### src/rtl/tsl_pkg.sv
package tsl_pkg;
   typedef enum logic [1:0] {
      SEL_PAIR = 2'd0,
      SEL_T3   = 2'd1,
      SEL_T4   = 2'd2,
      SEL_NONE = 2'd3
   } rd_sel_e;

   localparam int unsigned NUM_TMR = 4;
endpackage

### src/rtl/tsl_capture_ctrl.sv
module tsl_capture_ctrl
   import tsl_pkg::*;
#(
   parameter int unsigned N_TMR = NUM_TMR
) (
   input  logic             snap_all,
   input  logic             rd_stb,
   input  logic [1:0]       rd_sel,
   output logic [N_TMR-1:0] cap_en
);
   rd_sel_e sel;

   always_comb begin
      sel    = rd_sel_e'(rd_sel);
      cap_en = '0;
      if (rd_stb) begin
         unique case (sel)
            SEL_PAIR: begin
               if (snap_all) cap_en = '1;
               else          cap_en[1:0] = 2'b11;
            end
            SEL_T3:   if (!snap_all) cap_en[2] = 1'b1;
            SEL_T4:   if (!snap_all) cap_en[3] = 1'b1;
            default:  cap_en = '0;
         endcase
      end
   end
endmodule

### src/rtl/tsl_hold_reg.sv
module tsl_hold_reg #(
   parameter int unsigned W = 16
) (
   input  logic         clk,
   input  logic         rst_n,
   input  logic         cap,
   input  logic [W-1:0] live,
   output logic [W-1:0] held_nxt
);
   logic [W-1:0] held_q;

   assign held_nxt = cap ? live : held_q;

   always_ff @(posedge clk) begin
      if (!rst_n) held_q <= '0;
      else        held_q <= held_nxt;
   end
endmodule

### src/rtl/tsl_read_mux.sv
module tsl_read_mux
   import tsl_pkg::*;
#(
   parameter int unsigned CW = 16,
   parameter int unsigned BW = 32
) (
   input  logic [1:0]           rd_sel,
   input  logic [NUM_TMR*CW-1:0] held,
   output logic [BW-1:0]        word
);
   always_comb begin
      word = '0;
      unique case (rd_sel_e'(rd_sel))
         SEL_PAIR: word[2*CW-1:0] = held[2*CW-1:0];
         SEL_T3:   word[CW-1:0]   = held[3*CW-1:2*CW];
         SEL_T4:   word[CW-1:0]   = held[4*CW-1:3*CW];
         default:  word = '0;
      endcase
   end
endmodule

### src/rtl/tmr_snap_latch.sv
module tmr_snap_latch
   import tsl_pkg::*;
#(
   parameter int unsigned CNT_W = 16,
   parameter int unsigned BUS_W = 32
) (
   input  logic                     clk,
   input  logic                     rst_n,
   input  logic                     snap_all,
   input  logic                     rd_stb,
   input  logic [1:0]               rd_sel,
   input  logic [NUM_TMR*CNT_W-1:0] cnt_live,
   output logic [BUS_W-1:0]         rd_data
);
   localparam int unsigned ALL_W = NUM_TMR * CNT_W;

   if (CNT_W == 0) begin : g_bad_cnt
      $error("CNT_W must be nonzero");
   end
   if (BUS_W < 2 * CNT_W) begin : g_bad_bus
      $error("BUS_W must hold two counts");
   end

   logic [NUM_TMR-1:0] cap_en;
   logic [ALL_W-1:0]   held_nxt;
   logic [BUS_W-1:0]   word_nxt;

   tsl_capture_ctrl #(.N_TMR(NUM_TMR)) u_ctrl (
      .snap_all (snap_all),
      .rd_stb   (rd_stb),
      .rd_sel   (rd_sel),
      .cap_en   (cap_en)
   );

   for (genvar i = 0; i < NUM_TMR; i++) begin : g_hold
      tsl_hold_reg #(.W(CNT_W)) u_hold (
         .clk      (clk),
         .rst_n    (rst_n),
         .cap      (cap_en[i]),
         .live     (cnt_live[i*CNT_W +: CNT_W]),
         .held_nxt (held_nxt[i*CNT_W +: CNT_W])
      );
   end

   tsl_read_mux #(.CW(CNT_W), .BW(BUS_W)) u_mux (
      .rd_sel (rd_sel),
      .held   (held_nxt),
      .word   (word_nxt)
   );

   always_ff @(posedge clk) begin
      if (!rst_n)      rd_data <= '0;
      else if (rd_stb) rd_data <= word_nxt;
   end
endmodule

### config.mk
export PLATFORM = sky130hd
export DESIGN_NAME = tmr_snap_latch
export DESIGN_NICKNAME = d
export VERILOG_FILES = /design/src/rtl/tsl_pkg.sv /design/src/rtl/tsl_capture_ctrl.sv /design/src/rtl/tsl_hold_reg.sv /design/src/rtl/tsl_read_mux.sv /design/src/rtl/tmr_snap_latch.sv
export SDC_FILE = /design/constraint.sdc
export NUM_CORES = 1
export LEC_CHECK = 0
export ABC_AREA = 1
export CAP_MARGIN = 20
export CORE_MARGIN = 8
export CORE_UTILIZATION = 28
export DETAILED_ROUTE_END_ITERATION = 8
export PLACE_DENSITY = 0.64
export SYNTH_ARGS = -nofsm -noshare
export SYNTH_HDL_FRONTEND = slang
export SYNTH_SLANG_ARGS = --single-unit
### constraint.sdc
create_clock -name clk -period 1.3 [get_ports clk]
set_input_delay 0.195 -clock clk [delete_from_list [all_inputs] [get_ports clk]]
set_output_delay 0.195 -clock clk [all_outputs]
set_load 0.02 [all_outputs]
==> flow_summary.toml <==
[synthesis]
syn_avg_cell_area_um2 = 6.70
synth.net_count = 617
yosysSeqAreaShare = 0.437
synth_area_um2 = 3660
synth_seq_cells = 80
yosysWarnings = 0
syn_inst = 547
synth_cell_type_count = 18

[clock_tree]
cts.sinks = 80
cts.reportedPaths.clkPinSlew_ps = 60
htree_levels = 3
clkLatencyLatePin_ps = 330
postCtsHoldBufs = 0
root_buffer = "clkbuf_16"
clockBufferDepth = 2
cts_tree = "built"
post_cts_buffers = 0
numCtsBuffers = 9

[timing]
max_slew_margin = 0.798
finalClockSkew_ps = 5.84
setup_violations = 0
rsz0062_at_grt = "no"
worst_pin_slew_ps = 301
post-route-period-util = 0.965
fmax_mhz = 797
holdWs_ps = 374
maxSlewViolCount = 0
hold_viol = 0
setup_slack_ps = 45.6
setup_tns_ps = 0
period_needed_ps = 1250

[detailed_routing]
drt_iter0_drc = 253
vias_per_cell = 4.54
wl_per_cell_um = 13.5
drc_errors = 0
wirelength_um = 11300
dr.pass1.iters = 4
vias = 3813
ant_nets = 0

[grt]
grt_max_degree = 60
globalRouteTotalUtil = 0.137
antenna_found_initial = 1
grt_remaining_overflow = 0
grt_pass1_wl_um = 18300
first_global_vias = 3859

[power_and_ir_drop]
ir_drop_mv = 0.812
power_leakage_nw = 2.53
p_per_area_nw_per_um2 = 1140
total_power_mw = 6.10

[place]
pre_cts_slack_ps = -581
dp_hpwl_um = 8500
placedCellCount = 822
dpl-instance-area_um2 = 5080
place_congestion = 0.886
io_buffers = 101

[hold_path]
whs_path_depth = 4
worst_hold_path.endpoint = "rd_data[3]$_SDFFE_PN0P_"
hold_class = "in -> reg"
min-delay-start = "rd_stb"

[worst_setup_path]
r2r_setup_slack_ps = 370
crit_chain = "dlygate4sd2_1"
crit_family = "buffers and inverters"
cp.arrival_ps = 1060
crit_fanout = 2
crit_type = "reg -> out"
slowest_stage = "dlygate4sd2_1"
required_ps = 1110
end_kind = "primary output"
r2r-start = "g_hold[0].u_hold.held_q[14]$_SDFF_PN0_"
r2r.worst_path.cells = 6
critPathBufInv = 1
startpoint_type = "register"
cpPeakStageDelay_ps = 370
timing.rr.end = "rd_data[14]$_SDFFE_PN0P_"

[layout]
final_util = 0.421
fillers = 1338
final_cells = 839
layout-drive-gt1-share = 0.100
diodes = 0
nets = 732
area_growth_pct = 46.3
postLayoutCellArea_um2 = 5360
final_common_cell = "nand2_1"
final_cell_mix = "nand2_1 (148), inv_1 (82), dfxtp_1 (80)"

[floorplan]
die_area_um2 = 17000
die_width_um = 130
start_util = 0.288
die_h_um = 130
io_pins = 102
placementRows = 41
core_area_um2 = 12700

[status]
outcome = "completed"

[flow_run]
maxCapViolations = 0
## metal layers
metal	GRT usage	share of wire	up-vias
li1	-	-	1937
met1	0.153	0.39	1715
met2	0.234	0.49	138
met3	0.0449	0.093	21
met4	0.0621	0.027	2
met5	0	0.00071	-
## flip-flops by register name (all words and copies together) (netlist names)
name / cells
rd_data: 32
g_hold.u_hold.held_q: 48
## cell usage after synthesis (all sizes together)
master	n	area share
o21ai	17	0.023
buf	16	0.026
clkinv	2	0.0021
nor2	50	0.053
nand2	151	0.16
nand3b	1	0.0021
o211ai	16	0.033
clkbuf	16	0.016
a21oi	32	0.047
inv	84	0.086
nand3	82	0.11
dfxtp	80	0.44
## power breakdown
group	leakage, nW	switching (mW)	internal [mW]
Combinational	1.73	0.535	0.470
Sequential	0.653	0.0407	2.58
Clock	0.138	0.996	1.48
## worst max-delay path by stage
stage / from / endpoint / slack, ps / depth (start not counted)
6_report: rd_data[8]$_SDFFE_PN0P_ / rd_data[8] / 50 / 1
5_1_grt: rd_data[14]$_SDFFE_PN0P_ / rd_data[14] / 8 / 1
4_1_cts: rd_data[14]$_SDFFE_PN0P_ / rd_data[14] / 20 / 1
3_5_place_dp: rd_sel[0] / rd_data[7]$_SDFFE_PN0P_ / -580 / 10
3_3_place_gp: rd_sel[1] / rd_data[7]$_SDFFE_PN0P_ / -540 / 10
2_1_floorplan: rd_sel[0] / rd_data[11]$_SDFFE_PN0P_ / 50 / 9
## what timing repair did
item,4_1_cts,5_1_grt
setup endpoints to repair,79,16
pin swaps,4,3
cloned,1,0
resized for setup,43,9
## area by class of cell
cell class | instances | area [um2] | area share
inverter | 86 | 323 | 0.0603
clock buffer | 10 | 229 | 0.0427
tap | 172 | 215 | 0.0402
sequential | 80 | 1600 | 0.299
clock inverter | 6 | 60.1 | 0.0112
multi-input combinational | 349 | 1600 | 0.299
timing repair buffer | 136 | 1330 | 0.248
## kinds of logic (layout without fill, tap and decap cells)
group / after synthesis / after routing / share of synthesized area
simple gates: 284 / 284 / 0.330
compound gates: 65 / 65 / 0.103
flops: 80 / 80 / 0.437
buf+inv: 118 / 238 / 0.130
(Power assumes the default switching activity.)
